**config.mk**
```make
export PLATFORM = sky130hd
export DESIGN_NAME = pdtx_token_seq
export DESIGN_NICKNAME = d
export VERILOG_FILES = /design/src/rtl/pdtx_pkg.sv /design/src/rtl/pdtx_fifo.sv /design/src/rtl/pdtx_wr_tracker.sv /design/src/rtl/pdtx_decoder.sv /design/src/rtl/pdtx_token_seq.sv
export SDC_FILE = /design/constraint.sdc
export NUM_CORES = 1
export LEC_CHECK = 0
export BUFFER_PORTS_ARGS = -buffer_cell sky130_fd_sc_hd__buf_2
export CAP_MARGIN = 15
export CORE_MARGIN = 8
export CORE_UTILIZATION = 35
export DETAILED_ROUTE_END_ITERATION = 16
export PLACE_DENSITY = 0.51
export SETUP_SLACK_MARGIN = 0.2
export SLEW_MARGIN = 25
export SYNTH_ARGS = -nofsm -noshare
export SYNTH_HDL_FRONTEND = slang
export SYNTH_SLANG_ARGS = --single-unit
```
**constraint.sdc**
```tcl
create_clock -name clk -period 6.43 [get_ports clk]
set_input_delay 0 -clock clk [delete_from_list [all_inputs] [get_ports clk]]
set_output_delay 0 -clock clk [all_outputs]
set_load 0.005 [all_outputs]
```
**src/rtl/pdtx_pkg.sv**
```systemverilog
package pdtx_pkg;

  typedef enum logic [3:0] {
    SYM_DATA  = 4'd0,
    SYM_SYNC1 = 4'd1,
    SYM_SYNC2 = 4'd2,
    SYM_SYNC3 = 4'd3,
    SYM_RST1  = 4'd4,
    SYM_RST2  = 4'd5,
    SYM_CRC   = 4'd6,
    SYM_EOP   = 4'd7,
    SYM_TXOFF = 4'd8
  } sym_kind_t;

  localparam logic [7:0] TK_SYNC1 = 8'h12;
  localparam logic [7:0] TK_SYNC2 = 8'h13;
  localparam logic [7:0] TK_SYNC3 = 8'h1B;
  localparam logic [7:0] TK_RST1  = 8'h15;
  localparam logic [7:0] TK_RST2  = 8'h16;
  localparam logic [7:0] TK_CRC   = 8'hFF;
  localparam logic [7:0] TK_EOP   = 8'h14;
  localparam logic [7:0] TK_TXOFF = 8'hFE;
  localparam logic [7:0] TK_TXON  = 8'hA1;
  localparam logic [2:0] TK_PACK_TAG = 3'b100;

  typedef struct packed {
    logic      known;
    sym_kind_t kind;
  } tok_dec_t;

  function automatic logic is_pack(input logic [7:0] b);
    return b[7:5] == TK_PACK_TAG;
  endfunction

  function automatic logic [4:0] pack_len(input logic [7:0] b);
    return b[4:0];
  endfunction

  function automatic tok_dec_t decode_token(input logic [7:0] b);
    tok_dec_t d;
    d.known = 1'b1;
    case (b)
      TK_SYNC1: d.kind = SYM_SYNC1;
      TK_SYNC2: d.kind = SYM_SYNC2;
      TK_SYNC3: d.kind = SYM_SYNC3;
      TK_RST1:  d.kind = SYM_RST1;
      TK_RST2:  d.kind = SYM_RST2;
      TK_CRC:   d.kind = SYM_CRC;
      TK_EOP:   d.kind = SYM_EOP;
      TK_TXOFF: d.kind = SYM_TXOFF;
      default: begin
        d.known = 1'b0;
        d.kind  = SYM_DATA;
      end
    endcase
    return d;
  endfunction

endpackage

```
**src/rtl/pdtx_fifo.sv**
```systemverilog
module pdtx_fifo #(
  parameter int DEPTH = 64,
  parameter int WIDTH = 8
) (
  input  logic             clk,
  input  logic             rst_n,
  input  logic             flush,
  input  logic             wr_en,
  input  logic [WIDTH-1:0] wr_data,
  input  logic             rd_en,
  output logic [WIDTH-1:0] rd_data,
  output logic             empty,
  output logic             full
);
  localparam int AW = $clog2(DEPTH);
  localparam logic [AW:0] FULL_CNT = DEPTH[AW:0];

  logic [WIDTH-1:0] mem [DEPTH];
  logic [AW-1:0]    wr_ptr, rd_ptr;
  logic [AW:0]      count;

  logic do_wr, do_rd;
  assign do_wr   = wr_en && !full;
  assign do_rd   = rd_en && !empty;
  assign empty   = (count == '0);
  assign full    = (count == FULL_CNT);
  assign rd_data = mem[rd_ptr];

  always_ff @(posedge clk) begin
    if (do_wr && !flush) mem[wr_ptr] <= wr_data;
  end

  always_ff @(posedge clk) begin
    if (!rst_n || flush) begin
      wr_ptr <= '0;
      rd_ptr <= '0;
      count  <= '0;
    end else begin
      if (do_wr) wr_ptr <= wr_ptr + 1'b1;
      if (do_rd) rd_ptr <= rd_ptr + 1'b1;
      case ({do_wr, do_rd})
        2'b10:   count <= count + 1'b1;
        2'b01:   count <= count - 1'b1;
        default: count <= count;
      endcase
    end
  end

  p_flush_empty_r8: assert property (@(posedge clk) disable iff (!rst_n)
    flush |=> empty);
  p_no_overflow_r8: assert property (@(posedge clk) disable iff (!rst_n)
    count <= FULL_CNT);

endmodule

```
**src/rtl/pdtx_wr_tracker.sv**
```systemverilog
module pdtx_wr_tracker
  import pdtx_pkg::*;
#(
  parameter int PEND_W = 7
) (
  input  logic       clk,
  input  logic       rst_n,
  input  logic       flush,
  input  logic       wr_fire,
  input  logic [7:0] wr_data,
  input  logic       frame_done,
  output logic       store,
  output logic       pending_nz
);
  logic [4:0]        run_cnt;
  logic [PEND_W-1:0] pending;
  logic              txon_seen;

  assign txon_seen  = wr_fire && (run_cnt == '0) && (wr_data == TK_TXON);
  assign store      = wr_fire && !txon_seen;
  assign pending_nz = (pending != '0);

  always_ff @(posedge clk) begin
    if (!rst_n || flush) begin
      run_cnt <= '0;
    end else if (wr_fire) begin
      if (run_cnt != '0)          run_cnt <= run_cnt - 5'd1;
      else if (is_pack(wr_data))  run_cnt <= pack_len(wr_data);
    end
  end

  always_ff @(posedge clk) begin
    if (!rst_n || flush) begin
      pending <= '0;
    end else begin
      case ({txon_seen, frame_done})
        2'b10:   pending <= pending + 1'b1;
        2'b01:   pending <= pending - 1'b1;
        default: pending <= pending;
      endcase
    end
  end

  p_done_released_r1: assert property (@(posedge clk) disable iff (!rst_n)
    (frame_done && !flush) |-> pending_nz);

endmodule

```
**src/rtl/pdtx_decoder.sv**
```systemverilog
module pdtx_decoder
  import pdtx_pkg::*;
(
  input  logic       clk,
  input  logic       rst_n,
  input  logic       flush,
  input  logic       pending_nz,
  input  logic       fifo_empty,
  input  logic [7:0] fifo_data,
  output logic       fifo_rd,
  output logic       frame_done,
  output logic       sym_valid,
  output logic [3:0] sym_kind,
  output logic [7:0] sym_data,
  input  logic       sym_ready,
  output logic       busy,
  output logic       tx_start,
  output logic       err
);
  logic      running;
  logic [4:0] lit_cnt;
  logic      in_lit;
  logic      can_take;
  tok_dec_t  tok;
  sym_kind_t kind_q;

  assign in_lit     = (lit_cnt != '0);
  assign can_take   = running && !fifo_empty && (!sym_valid || sym_ready);
  assign fifo_rd    = can_take;
  assign tok        = decode_token(fifo_data);
  assign frame_done = can_take && !in_lit && (fifo_data == TK_TXOFF);
  assign busy       = running || sym_valid;
  assign sym_kind   = kind_q;

  always_ff @(posedge clk) begin
    if (!rst_n) begin
      running   <= 1'b0;
      lit_cnt   <= '0;
      sym_valid <= 1'b0;
      kind_q    <= SYM_DATA;
      sym_data  <= '0;
      tx_start  <= 1'b0;
      err       <= 1'b0;
    end else if (flush) begin
      running   <= 1'b0;
      lit_cnt   <= '0;
      sym_valid <= 1'b0;
      tx_start  <= 1'b0;
    end else begin
      tx_start <= 1'b0;
      if (sym_valid && sym_ready) sym_valid <= 1'b0;
      if (!running && pending_nz && !sym_valid) begin
        running  <= 1'b1;
        tx_start <= 1'b1;
      end
      if (can_take) begin
        if (in_lit) begin
          lit_cnt   <= lit_cnt - 5'd1;
          sym_valid <= 1'b1;
          kind_q    <= SYM_DATA;
          sym_data  <= fifo_data;
        end else if (is_pack(fifo_data)) begin
          lit_cnt <= pack_len(fifo_data);
        end else if (tok.known) begin
          sym_valid <= 1'b1;
          kind_q    <= tok.kind;
          sym_data  <= fifo_data;
          if (tok.kind == SYM_TXOFF) running <= 1'b0;
        end else begin
          err <= 1'b1;
        end
      end
    end
  end

  p_hold_r6: assert property (@(posedge clk) disable iff (!rst_n)
    (sym_valid && !sym_ready && !flush) |=>
      (sym_valid && $stable(sym_kind) && $stable(sym_data)));
  p_start_pulse_r1: assert property (@(posedge clk) disable iff (!rst_n)
    tx_start |=> !tx_start);
  p_err_sticky_r7: assert property (@(posedge clk) disable iff (!rst_n)
    err |=> err);
  p_flush_quiet_r8: assert property (@(posedge clk) disable iff (!rst_n)
    flush |=> !busy);
  p_txoff_idle_r5: assert property (@(posedge clk) disable iff (!rst_n)
    (sym_valid && sym_ready && sym_kind == SYM_TXOFF) |=> !busy);

endmodule

```
**src/rtl/pdtx_token_seq.sv**
```systemverilog
module pdtx_token_seq
  import pdtx_pkg::*;
#(
  parameter int DEPTH = 64
) (
  input  logic       clk,
  input  logic       rst_n,
  input  logic       wr_valid,
  input  logic [7:0] wr_data,
  output logic       wr_ready,
  input  logic       flush,
  output logic       sym_valid,
  output logic [3:0] sym_kind,
  output logic [7:0] sym_data,
  input  logic       sym_ready,
  output logic       busy,
  output logic       tx_start,
  output logic       err
);
  localparam int AW     = $clog2(DEPTH);
  localparam int PEND_W = AW + 1;

  logic       fifo_full, fifo_empty, fifo_rd;
  logic [7:0] fifo_data;
  logic       wr_fire, store, pending_nz, frame_done;

  assign wr_ready = !fifo_full;
  assign wr_fire  = wr_valid && wr_ready;

  pdtx_wr_tracker #(.PEND_W(PEND_W)) u_trk (
    .clk        (clk),
    .rst_n      (rst_n),
    .flush      (flush),
    .wr_fire    (wr_fire),
    .wr_data    (wr_data),
    .frame_done (frame_done),
    .store      (store),
    .pending_nz (pending_nz)
  );

  pdtx_fifo #(.DEPTH(DEPTH), .WIDTH(8)) u_fifo (
    .clk     (clk),
    .rst_n   (rst_n),
    .flush   (flush),
    .wr_en   (store),
    .wr_data (wr_data),
    .rd_en   (fifo_rd),
    .rd_data (fifo_data),
    .empty   (fifo_empty),
    .full    (fifo_full)
  );

  pdtx_decoder u_dec (
    .clk        (clk),
    .rst_n      (rst_n),
    .flush      (flush),
    .pending_nz (pending_nz),
    .fifo_empty (fifo_empty),
    .fifo_data  (fifo_data),
    .fifo_rd    (fifo_rd),
    .frame_done (frame_done),
    .sym_valid  (sym_valid),
    .sym_kind   (sym_kind),
    .sym_data   (sym_data),
    .sym_ready  (sym_ready),
    .busy       (busy),
    .tx_start   (tx_start),
    .err        (err)
  );

  p_start_idle_r1: assert property (@(posedge clk) disable iff (!rst_n)
    tx_start |-> !sym_valid);

endmodule

```
==> results of run 1 <==
cells in the final DEF (no fill, tap or decap), drive strengths merged, types with 8 or more instances in the layout:
cell / instances
a2111oi: 8
a21o: 9
a21oi: 36
a22oi: 8
and2: 9
buf: 69
clkbuf: 80
clkinv: 24
dfxtp: 58
edfxtp: 512
ha: 16
inv: 20
mux2: 9
mux2i: 57
mux4: 119
nand2: 52
nand2b: 11
nand3: 15
nand4: 8
nor2: 103
nor3: 36
o21ai: 18
o22ai: 11
or3: 8
xnor2: 9
xor2: 11
per-stage QoR:
stage          std cells    util  worst slack (ps)  hold slack [ps]
2_1_floorplan       1316       -              1818            98.87
3_3_place_gp        2173  0.3723             841.3            334.4
3_5_place_dp        2173  0.3724             892.3            338.9
4_1_cts             2290  0.4020             870.9            54.42
5_1_grt             2290  0.4021             421.0            91.22
6_report            2290  0.4021             823.5            82.48
per-layer routing:
| layer | vias to the layer above | global-route usage | share of wire | wire length (um) |
|---|---|---|---|---|
| met5 | - | 0 | 0 | 0 |
| met4 | 0 | 0.04132 | 0.024 | 1446 |
| met3 | 94 | 0.02779 | 0.052 | 3119 |
| met2 | 380 | 0.2547 | 0.47 | 28520 |
| met1 | 6589 | 0.2220 | 0.45 | 27010 |
| li1 | 5423 | - | - | - |
state kept, by name, summed over array words and instances, names as in the netlist, named ones only:
register and count:
u_fifo.wr_ptr 6, u_dec.lit_cnt 5, u_dec.err 1, u_dec.sym_kind 4, u_dec.sym_valid 1, u_dec.running 1, u_fifo.rd_ptr 6, u_trk.run_cnt 5
u_dec.tx_start 1, u_fifo.mem 512, u_dec.sym_data 8, u_fifo.count 7, u_trk.pending 7
cells by family after synthesis:
kind of cell / share of synthesized area
AOI/OAI and AO/OA: 0.04685
xor gates and xnor gates: 0.007513
adders and majority gates: 0.01030
buffers and inverters: 0.02393
DFF: 0.7092
muxes: 0.1457
and+or+nand+nor: 0.05651
power by group through the flow:
stage	clock (mW)	combinational (mW)	sequential, mW
5_1_grt	3.57	0.142	4.04
6_report	3.36	0.130	4.04
3_5_place_dp	0	0.129	4.12
2_1_floorplan	0	0.0395	4.12
3_3_place_gp	0	0.127	4.12
4_1_cts	3.43	0.132	4.04
worst max path at each step:
stage,cells after the start,endpoint,from,slack [ps]
global route,19,u_trk.pending[6]$_SDFFE_PP0P_,register,420
floorplan,20,u_trk.pending[6]$_SDFFE_PP0P_,register,1820
detailed placement,19,u_trk.pending[6]$_SDFFE_PP0P_,register,890
CTS,19,u_trk.pending[6]$_SDFFE_PP0P_,register,870
global placement,19,u_trk.pending[6]$_SDFFE_PP0P_,register,840
finish,19,u_trk.pending[6]$_SDFFE_PP0P_,register,820
timing repair:
item	CTS	global route
hold endpoints to repair	67	0
gates resized for setup	0	0
hold buffers	7	0
Yosys cell counts (5+ instances only):
| cell type | number |
|---|---|
| dfxtp_1 | 58 |
| buf_4 | 8 |
| nand4_1 | 7 |
| a22oi_1 | 8 |
| nor3_1 | 36 |
| a211o_1 | 5 |
| nand2b_1 | 11 |
| and2_1 | 8 |
| xor2_1 | 11 |
| a21o_1 | 9 |
| nor2b_1 | 7 |
| buf_1 | 6 |
| o22ai_1 | 11 |
| o21ai_0 | 17 |
| mux4_1 | 12 |
| nor2_1 | 103 |
| nand2_1 | 52 |
| ha_1 | 16 |
| edfxtp_1 | 512 |
| nor4_1 | 5 |
| buf_6 | 7 |
| clkbuf_1 | 34 |
| a21oi_1 | 35 |
| buf_2 | 14 |
| mux4_2 | 107 |
| inv_1 | 17 |
| mux2i_1 | 57 |
| mux2_2 | 9 |
| xnor2_1 | 9 |
| or3_1 | 8 |
| nand3_1 | 15 |
| a2111oi_0 | 6 |
cell type report:
type / count / area [sq um] / share of cell area
sequential: 570 / 16550 / 0.6249
multi-input combinational: 649 / 6325 / 0.2388
inverter: 21 / 78.83 / 0.002977
clock inverter: 30 / 309.0 / 0.01167
tap: 864 / 1081 / 0.04082
clock buffer: 80 / 1575 / 0.05949
timing repair buffer: 76 / 565.5 / 0.02136
critical path: stages, from the launching register on:
cell and delay [ps]:
dfxtp_4 860, buf_4 460, mux4_2 270, nand3_1 90, o2111a_1 230, a211o_1 280, and2_0 320, a2111oi_1 480
buf_4 230, and2_1 140, and3_1 200, ha_1 350, ha_1 330, a21o_1 170, a21oi_1 220, o21bai_1 100
a21oi_1 190, xor2_1 100, or3_1 320, a21oi_1 140
==> summary.txt, run 1 <==
Run status
  – Outcome: complete, no violations

Global route
  – Largest net degree at the start of global routing: 67
  – Vias in the first global route: 12360
  – Initial antenna violation count: 0
  – Total global routing overflow: 0
  – GRT Util Overall: 0.1586
  – First-pass GRT wire length: 87570 um

Final layout
  – Layout cell share with drive strength beyond 1: 0.2153
  – Cell area after layout: ~26000 sq um
  – # diodes: 0
  – Fillers: 5902
  – Area Growth Syn to Fin: 13.58%
  – Final net count: between 1000 and 1500

Detailed routing
  – Post-DR vias/cell: 5.452
  – Via count: 12490
  – DRT Wirelength: 60100 um
  – First drt pass iteration count: 5
  – Initial drt markers: 1139
  – Routed WL per cell: 26.25 um
  – DRC viols: 0
  – Antenna Nets Post-Route: 0

STA
  – Final Hold Fails: 0
  – Final Critical Period: 5606 ps
  – Setup Skew: 24.54 ps
  – Setup violations, final: 0
  – Pins Over Slew Limit: 0
  – Rel. slew slack: 0.2367
  – Fmax: approximately 0.18 GHz
  – RSZ-0062 raised after global routing: no
  – Period utilisation layout: 0.8719
  – Worst Tran Pin Value: 1141 ps
  – Post-route setup TNS: 0 ps

Worst setup path
  – Critical Path Start Type: register
  – CP Max Fanout: between 40 and 50
  – Reg2Reg Capture Point: u_trk.pending[6]$_SDFFE_PP0P_
  – R2R Setup Slk: roughly 800 ps
  – Worst Path Required: 6970 ps
  – Worst reg-to-reg path cell count: 19
  – CP arrival: 6150 ps
  – Crit. End Element: register
  – Crit path kind: register to register

Power
  – Leakage Power: 8.202 nW
  – Sequential share of power: 0.536
  – Switching Fraction: 0.2011
  – VDD IR max: just over 200 uV
  – P_sw: 1.514 mW
  – Pwr Total: ~7.5 mW
  – Gate power share: 0.017
  – Internal power: 6.014 mW
  – Pwr/cell area: approximately 280 nW/um^2
  – Clock share of power: 0.446

Clocking
  – H-tree depth: 2
  – Clock Tree Buf Depth: 3
  – Post-CTS setup buffer count: 0
  – TritonCTS clock tree: built
  – Root buffer cell: clkbuf_16
  – Clock insertion delay at the later pin of the skew report: 620 ps
  – Clk slew on worst S/H paths: approximately 60 ps
  – Clock tree sinks: 570
  – Number of CTS-inserted buffers: 59

Place
  – Gpl congestion: approximately 0.83
  – DP HPWL: 37640 um
  – Placed inst area: 24520 sq um
  – IO Port Bufs: 29

Logic synthesis
  – Post-synthesis sequential area ratio: 0.7092
  – Cells after Synth: 1316
  – Ys Warns: 0
  – Syn nets: approximately 1300
  – Synth area leaders: edfxtp_1, mux4_2, dfxtp_1
  – Cell taking the most area after synthesis: edfxtp_1
  – Post-synth EDFFs: 512
  – Synth cell types: 78
  – Ys async rst share: 0
  – Synthesized area: 23320 sq um
  – Top-area cell type share of the netlist area: 0.6594
  – Top FF cell, synth: edfxtp_1
  – Yosys reg bits: 570
  – Mean Syn Cell Area: approximately 18 sq um

Job
  – Max Cap Viol: 0

Floorplan
  – Initial Utilization: 0.3540
  – Die Y-Extent: around 270 um
  – Row count: 94
  – DIE WIDTH: roughly 270 um
  – Die area: around 75000 sq um
  – Core area: approximately 66000 sq um
  – IO Count: 30

Min path
  – Worst hold path type: input port to register
  – Beginning of the worst hold path: wr_data[0]
  – Worst Hold Depth: 2
  – Hold Path Sink: u_fifo.mem[34][0]$_DFFE_PP_
No activity file was read; power rests on OpenSTA's default activity.
==> inputs of run 2 (changes only) <==
--- a/config.mk
+++ b/config.mk
@@ -5,12 +5,12 @@
 export SDC_FILE = /design/constraint.sdc
 export NUM_CORES = 1
 export LEC_CHECK = 0
-export BUFFER_PORTS_ARGS = -buffer_cell sky130_fd_sc_hd__buf_2
 export CAP_MARGIN = 15
 export CORE_MARGIN = 8
 export CORE_UTILIZATION = 35
 export DETAILED_ROUTE_END_ITERATION = 16
-export PLACE_DENSITY = 0.51
+export DONT_BUFFER_PORTS = 1
+export PLACE_DENSITY = 0.48
 export SETUP_SLACK_MARGIN = 0.2
 export SLEW_MARGIN = 25
 export SYNTH_ARGS = -nofsm -noshare
==> summary.txt, run 2 (synthesis gave the netlist of run 1 again) <==
Run status
  – Outcome: complete, no violations (unchanged)

Final layout
  – Register area: 16550 sq um (unchanged)
  – Area Growth Syn to Fin: 13.62% (was 13.58%)
  – Fillers: 5921 (was 5902)
  – Multi-input gate area: 6290 sq um (was 6325 sq um)
  – Biggest regs: u_fifo.mem: 512 flops, u_dec.sym_data: 8 flops (unchanged)
  – Largest Register: u_fifo.mem (unchanged)
  – Most common cell after layout, fill and taps aside: edfxtp_1 (unchanged)
  – Final net count: 1394 (was 1408)
  – Max FFs per register: 512 (unchanged)
  – # diodes: 0 (unchanged)
  – Commonest cells after routing, fill and taps aside: edfxtp_1, mux4_2, nor2_1 (unchanged)
  – Layout cell share with drive strength beyond 1: 0.1966 (was 0.2153)

STA
  – Final Hold Fails: 0 (unchanged)
  – Rel. slew slack: 0.2730 (was 0.2367)
  – Setup violations, final: 0 (unchanged)
  – Fmax: 0.1747 GHz (was 0.1784 GHz)
  – Post-route setup TNS: 0 ps (unchanged)
  – RSZ-0062 raised after global routing: no (unchanged)
  – Worst Tran Pin Value: 1087 ps (was 1141 ps)
  – Setup Skew: 31.53 ps (was 24.54 ps)
  – Final Critical Period: 5723 ps (was 5606 ps)
  – Pins Over Slew Limit: 0 (unchanged)
  – Period utilisation layout: 0.8901 (was 0.8719)

Clocking
  – Clock tree sinks: 570 (unchanged)
  – H-tree depth: 2 (unchanged)
  – CTS-repair resized insts: 0 (unchanged)
  – Clock Tree Buf Depth: 3 (unchanged)
  – Clk slew on worst S/H paths: 60 ps (about the same)
  – Number of CTS-inserted buffers: 60 (was 59)
  – Clock insertion delay at the later pin of the skew report: 640 ps (was 620 ps)
  – TritonCTS clock tree: built (unchanged)
  – Root buffer cell: clkbuf_16 (unchanged)

Worst setup path
  – CP arrival: 6300 ps (was 6150 ps)
  – CP cell instances: buf_12 > nor2_1 > a22oi_1 > a21oi_1 > nor4_1 > o22ai_1 > a2111oi_1 > and2_1 > and3_1 > ha_1 > ha_1 > a21o_1 > a21oi_1 > o21bai_1 > a21oi_1 > xor2_1 > or3_1 > a21oi_1 (was buf_4 > mux4_2 > nand3_1 > o2111a_1 > a211o_1 > and2_0 > a2111oi_1 > buf_4 > and2_1 > and3_1 > ha_1 > ha_1 > a21o_1 > a21oi_1 > o21bai_1 > a21oi_1 > xor2_1 > or3_1 > a21oi_1)
  – Critical Path Start Type: register (unchanged)
  – Reg2Reg Capture Point: u_trk.pending[6]$_SDFFE_PP0P_ (unchanged)
  – Crit path kind: register to register (unchanged)
  – Worst reg-to-reg path cell count: 18 (was 19)
  – CP Max Fanout: 46 (was 43)
  – Critical path's largest stage delay: 850 ps (was 860 ps)
  – Worst Path Required: 7000 ps (was 6970 ps)
  – R2R Setup Slk: 710 ps (was 820 ps)
  – CP max stage cell: dfxtp_4 (unchanged)
  – Crit. End Element: register (unchanged)
  – Critical path's most frequent cell: a21oi_1 (unchanged)

Power
  – Pwr Total: 7.383 mW (was 7.528 mW)
  – VDD IR max: 211.9 uV (was 203.0 uV)
  – Leakage Power: 8.167 nW (was 8.202 nW)
  – Pwr/cell area: 278.7 nW/um^2 (was 284.3 nW/um^2)

Min path
  – Beginning of the worst hold path: wr_data[5] (was wr_data[0])
  – Worst Hold Depth: 5 (was 2)
  – Hold Path Sink: u_fifo.wr_ptr[0]$_SDFFE_PP0P_ (was u_fifo.mem[34][0]$_DFFE_PP_)
  – Worst hold path type: input port to register (unchanged)

Floorplan
  – IO Count: 30 (unchanged)
  – Die Y-Extent: 274.1 um (unchanged)
  – DIE WIDTH: 274.1 um (unchanged)
  – Core area: 65860 sq um (unchanged)
  – Initial Utilization: 0.3540 (unchanged)
  – Row count: 94 (unchanged)
  – Die area: 75130 sq um (unchanged)

Detailed routing
  – Via count: 12310 (was 12490)
  – First drt pass iteration count: 5 (unchanged)
  – DRT Wirelength: 60760 um (was 60100 um)
  – Antenna Nets Post-Route: 0 (unchanged)
  – Post-DR vias/cell: 5.426 (was 5.452)
  – Routed WL per cell: 26.79 um (was 26.25 um)
  – Initial drt markers: 1165 (was 1139)
  – DRC viols: 0 (unchanged)

Global route
  – Vias in the first global route: 12610 (was 12360)
  – Largest net degree at the start of global routing: 67 (unchanged)
  – Initial antenna violation count: 2 (was 0)
  – First-pass GRT wire length: 90050 um (was 87570 um)
  – Total global routing overflow: 0 (unchanged)
  – GRT Util Overall: 0.1625 (was 0.1586)

Place
  – DP HPWL: 36480 um (was 37640 um)
  – Gpl congestion: 0.8129 (was 0.8301)
  – IO Port Bufs: 0 (was 29)

Job
  – Max Cap Viol: 0 (unchanged)
-- run 2: cell count changes in the layout (fill, tap and decap cells not counted), sizes merged --
cell,delta
bufinv,-4
clkinv,+6
buf,-20
dlygate4sd3,+5
clkbuf,-8
inv,-1
-- run 2: stage by stage --
step	setup slack, ps	instances	cell area [sq um]	utilization	hold WS, ps
after floorplan	1818	1316	23320	-	98.87
after global placement	775.8	2144	24340	0.3696	115.5
after detailed placement	705.3	2144	24350	0.3697	115.3
after CTS	702.8	2268	26480	0.4021	50.52
after global routing	249.7	2268	26490	0.4022	164.3
final	706.8	2268	26490	0.4022	119.7
-- run 2: where the power goes --
part | total [mW] | internal, mW | switching [mW]
logic | 0.141 | 0.0360 | 0.105
clock network | 3.20 | 1.78 | 1.42
registers | 4.04 | 4.03 | 0.00258
-- run 2: critical path: cells and delay by family (launching register included) --
| family | cells | cell delay [ps] |
|---|---|---|
| adders and majority gates | 2 | 680 |
| xor gates and xnor gates | 1 | 90 |
| AOI/OAI and AO/OA | 9 | 2170 |
| DFF | 1 | 850 |
| buffers and inverters | 1 | 310 |
| and+or+nand+nor | 5 | 1450 |
-- run 2: layout make-up --
type / instances / share of cell area
timing repair buffer: 61 / 0.02730
sequential: 570 / 0.6246
multi-input combinational: 649 / 0.2374
clock inverter: 31 / 0.008501
clock buffer: 72 / 0.05838
inverter: 21 / 0.002975
tap: 864 / 0.04081
-- run 2: what timing repair did --
action                                 in CTS  in global routing
setup buffers                               0                  0
endpoints found under the hold margin     740                  0
hold buffers                               21                  0
-- run 2: worst max path at each step --
| stage | from | to | slack (ps) | depth (start not counted) |
|---|---|---|---|---|
| finish | register | u_trk.pending[6]$_SDFFE_PP0P_ | 710 | 18 |
| floorplan | register | u_trk.pending[6]$_SDFFE_PP0P_ | 1820 | 20 |
| CTS | register | u_trk.pending[6]$_SDFFE_PP0P_ | 700 | 18 |
| global route | register | u_trk.pending[6]$_SDFFE_PP0P_ | 250 | 18 |
| detailed placement | register | u_trk.pending[6]$_SDFFE_PP0P_ | 710 | 18 |
| global placement | register | u_trk.pending[6]$_SDFFE_PP0P_ | 780 | 18 |
-- run 2: routing by layer --
metal / GRT usage / wire length, um / vias up / share of wire
li1: - / - / 5392 / -
met1: 0.2318 / 27640 / 6483 / 0.45
met2: 0.2558 / 28440 / 343 / 0.47
met3: 0.03101 / 3390 / 88 / 0.056
met4: 0.03910 / 1284 / 0 / 0.021
met5: 0 / 0 / - / 0
==> inputs of run 3 (changes only) <==
--- a/config.mk
+++ b/config.mk
@@ -6,11 +6,13 @@
 export NUM_CORES = 1
 export LEC_CHECK = 0
 export CAP_MARGIN = 15
+export CELL_PAD_IN_SITES_DETAIL_PLACEMENT = 0
+export CELL_PAD_IN_SITES_GLOBAL_PLACEMENT = 1
 export CORE_MARGIN = 8
-export CORE_UTILIZATION = 35
+export CORE_UTILIZATION = 40
 export DETAILED_ROUTE_END_ITERATION = 16
 export DONT_BUFFER_PORTS = 1
-export PLACE_DENSITY = 0.48
+export PLACE_DENSITY = 0.59
 export SETUP_SLACK_MARGIN = 0.2
 export SLEW_MARGIN = 25
 export SYNTH_ARGS = -nofsm -noshare
==> summary.txt, run 3 (synthesis gave the netlist of run 1 again) <==
Worst setup path
  – WP buf/inv: 3 (was 1)
  – Worst reg-to-reg path cell count: 20 (was 18)
  – CP max stage cell: dfxtp_4 (unchanged)
  – CP cell instances: buf_4 > buf_4 > mux4_2 > mux2i_1 > o2111a_1 > a211o_1 > and2_0 > a2111oi_1 > buf_4 > and2_1 > and3_1 > ha_1 > ha_1 > a21o_1 > a21oi_1 > o21bai_1 > a21oi_1 > xor2_1 > or3_1 > a21oi_1 (was buf_12 > nor2_1 > a22oi_1 > a21oi_1 > nor4_1 > o22ai_1 > a2111oi_1 > and2_1 > and3_1 > ha_1 > ha_1 > a21o_1 > a21oi_1 > o21bai_1 > a21oi_1 > xor2_1 > or3_1 > a21oi_1)
  – CP delay by family, top: compound AO/OA/AOI/OAI gates (unchanged)
  – Crit. End Element: register (unchanged)
  – Worst Path Required: 6960 ps (was 7000 ps)
  – Crit path kind: register to register (unchanged)
  – Critical path's largest stage delay: 910 ps (was 850 ps)
  – Critical Path Start Type: register (unchanged)
  – CP Max Fanout: 53 (was 46)
  – R2R Setup Slk: 820 ps (was 710 ps)
  – CP arrival: 6140 ps (was 6300 ps)
  – Reg2Reg Capture Point: u_trk.pending[6]$_SDFFE_PP0P_ (unchanged)

Clocking
  – Clock insertion delay at the later pin of the skew report: 620 ps (was 640 ps)
  – Clock tree sinks: 570 (unchanged)
  – Root buffer cell: clkbuf_16 (unchanged)
  – Number of CTS-inserted buffers: 60 (unchanged)
  – Clk slew on worst S/H paths: 60 ps (about the same)
  – Clock Tree Buf Depth: 3 (unchanged)
  – H-tree depth: 2 (unchanged)
  – TritonCTS clock tree: built (unchanged)
  – Post-CTS setup buffer count: 0 (unchanged)

STA
  – Period utilisation layout: 0.8724 (was 0.8901)
  – Final Hold Fails: 0 (unchanged)
  – Fmax: 0.1783 GHz (was 0.1747 GHz)
  – Pins Over Slew Limit: 0 (unchanged)
  – Hold slack: 133.5 ps (was 119.7 ps)
  – Post-route setup TNS: 0 ps (unchanged)
  – Rel. slew slack: 0.2996 (was 0.2730)
  – RSZ-0062 raised after global routing: no (unchanged)
  – Final Critical Period: 5610 ps (was 5723 ps)
  – Worst Tran Pin Value: 1047 ps (was 1087 ps)
  – Setup Skew: 21.26 ps (was 31.53 ps)
  – Setup violations, final: 0 (unchanged)

Run status
  – Outcome: complete, no violations (unchanged)

Detailed routing
  – First drt pass iteration count: 7 (was 5)
  – Via count: 12130 (was 12310)
  – Initial drt markers: 1023 (was 1165)
  – Antenna Nets Post-Route: 0 (unchanged)
  – DRC viols: 0 (unchanged)
  – DRT Wirelength: 59070 um (was 60760 um)
  – Post-DR vias/cell: 5.570 (was 5.426)
  – Routed WL per cell: 27.14 um (was 26.79 um)

Global route
  – Initial antenna violation count: 5 (was 2)
  – Vias in the first global route: 12390 (was 12610)
  – Largest net degree at the start of global routing: 67 (unchanged)
  – GRT Util Overall: 0.1764 (was 0.1625)
  – First-pass GRT wire length: 86520 um (was 90050 um)
  – Total global routing overflow: 0 (unchanged)

Floorplan
  – IO Count: 30 (unchanged)
  – DIE WIDTH: 257.4 um (was 274.1 um)
  – Die Y-Extent: 257.4 um (was 274.1 um)
  – Row count: 88 (was 94)
  – Die area: 66270 sq um (was 75130 sq um)
  – Core area: 57700 sq um (was 65860 sq um)
  – Initial Utilization: 0.4041 (was 0.3540)

Power
  – Clock share of power: 0.463 (was 0.434)
  – Gate power share: 0.018 (was 0.019)
  – P_sw: 1.535 mW (was 1.533 mW)
  – Pwr Total: 7.777 mW (was 7.383 mW)
  – VDD IR max: 232.1 uV (was 211.9 uV)
  – Pwr/cell area: 292.0 nW/um^2 (was 278.7 nW/um^2)
  – Internal power: 6.242 mW (was 5.850 mW)
  – Switching Fraction: 0.1973 (was 0.2076)
  – Leakage Power: 8.253 nW (was 8.167 nW)
  – Sequential share of power: 0.519 (was 0.547)

Job
  – Max Cap Viol: 0 (unchanged)

Final layout
  – Layout cell share with drive strength beyond 1: 0.2035 (was 0.1966)
  – Biggest regs: u_fifo.mem: 512 flops, u_dec.sym_data: 8 flops (unchanged)
  – Most common cell after layout, fill and taps aside: edfxtp_1 (unchanged)
  – Commonest cells after routing, fill and taps aside: edfxtp_1, mux4_2, nor2_1 (unchanged)
  – Final net count: 1391 (was 1394)
  – Fillers: 4986 (was 5921)
  – Largest Register: u_fifo.mem (unchanged)
  – Max FFs per register: 512 (unchanged)
  – Area Growth Syn to Fin: 14.23% (was 13.62%)

Min path
  – Beginning of the worst hold path: wr_data[2] (was wr_data[5])
  – Hold Path Sink: u_fifo.wr_ptr[0]$_SDFFE_PP0P_ (unchanged)
  – Worst hold path type: input port to register (unchanged)
  – Worst Hold Depth: 5 (unchanged)

Place
  – Gpl congestion: 0.8054 (was 0.8129)
  – IO Port Bufs: 0 (unchanged)
  – DP HPWL: 35480 um (was 36480 um)
## run 3: cell count changes in the layout (fill, tap and decap cells not counted), sizes merged
cell         delta
buf             -5
bufinv          +8
clkbuf          +8
clkinv          -9
clkinvlp        +2
diode           +2
dlygate4sd3     +2
## run 3: worst min-delay path, delay by kind of cell
family	cells	cell delay, ps
XOR/XNOR	1	110
AND/OR/NAND/NOR	4	590
## run 3: how the worst max path moves through the flow
stage          slack, ps  startpoint  depth (start not counted)                            end
2_1_floorplan       1820    register                         20  u_trk.pending[6]$_SDFFE_PP0P_
6_report             820    register                         20  u_trk.pending[6]$_SDFFE_PP0P_
5_1_grt              420    register                         20  u_trk.pending[6]$_SDFFE_PP0P_
4_1_cts              820    register                         20  u_trk.pending[6]$_SDFFE_PP0P_
3_3_place_gp         880    register                         20  u_trk.pending[6]$_SDFFE_PP0P_
3_5_place_dp         840    register                         20  u_trk.pending[6]$_SDFFE_PP0P_
## run 3: area by class of cell
type | instances | area (sq um) | area share
Antenna cell | 2 | 5.005 | 0.0001879
Clock buffer | 80 | 1628 | 0.06112
Clock inverter | 32 | 419.2 | 0.01574
Inverter | 21 | 78.83 | 0.002960
Multi-Input combinational cell | 649 | 6306 | 0.2368
Sequential cell | 570 | 16550 | 0.6213
Tap cell | 765 | 957.2 | 0.03594
Timing Repair Buffer | 58 | 693.2 | 0.02603
## run 3: metal layers
metal	up-vias	GRT usage	routed length, um
met5	-	0	13
met4	2	0.05046	1629
met3	88	0.03631	3537
met2	329	0.2743	27250
met1	6312	0.2502	26650
li1	5394	-	-
## run 3: timing repair
action / CTS / global route
hold buffers: 23 / 0
resized for setup: 0 / 0
hold endpoints to repair: 724 / 0
## run 3: power by group through the flow
stage          clock, mW  combinational [mW]  sequential, mW
6_report            3.60               0.137            4.04
5_1_grt             3.81               0.149            4.03
4_1_cts             3.68               0.139            4.04
3_5_place_dp           0              0.0530            4.11
3_3_place_gp           0              0.0525            4.11
2_1_floorplan          0              0.0395            4.12
## run 3: stage by stage
stage,std cells,area (sq um),setup slack [ps],util
2_1_floorplan,1316,23320,1818,-
3_3_place_gp,2040,24190,883.6,0.4193
3_5_place_dp,2040,24190,838.4,0.4193
4_1_cts,2175,26620,820.8,0.4614
5_1_grt,2177,26630,422.3,0.4616
6_report,2177,26630,820.4,0.4616
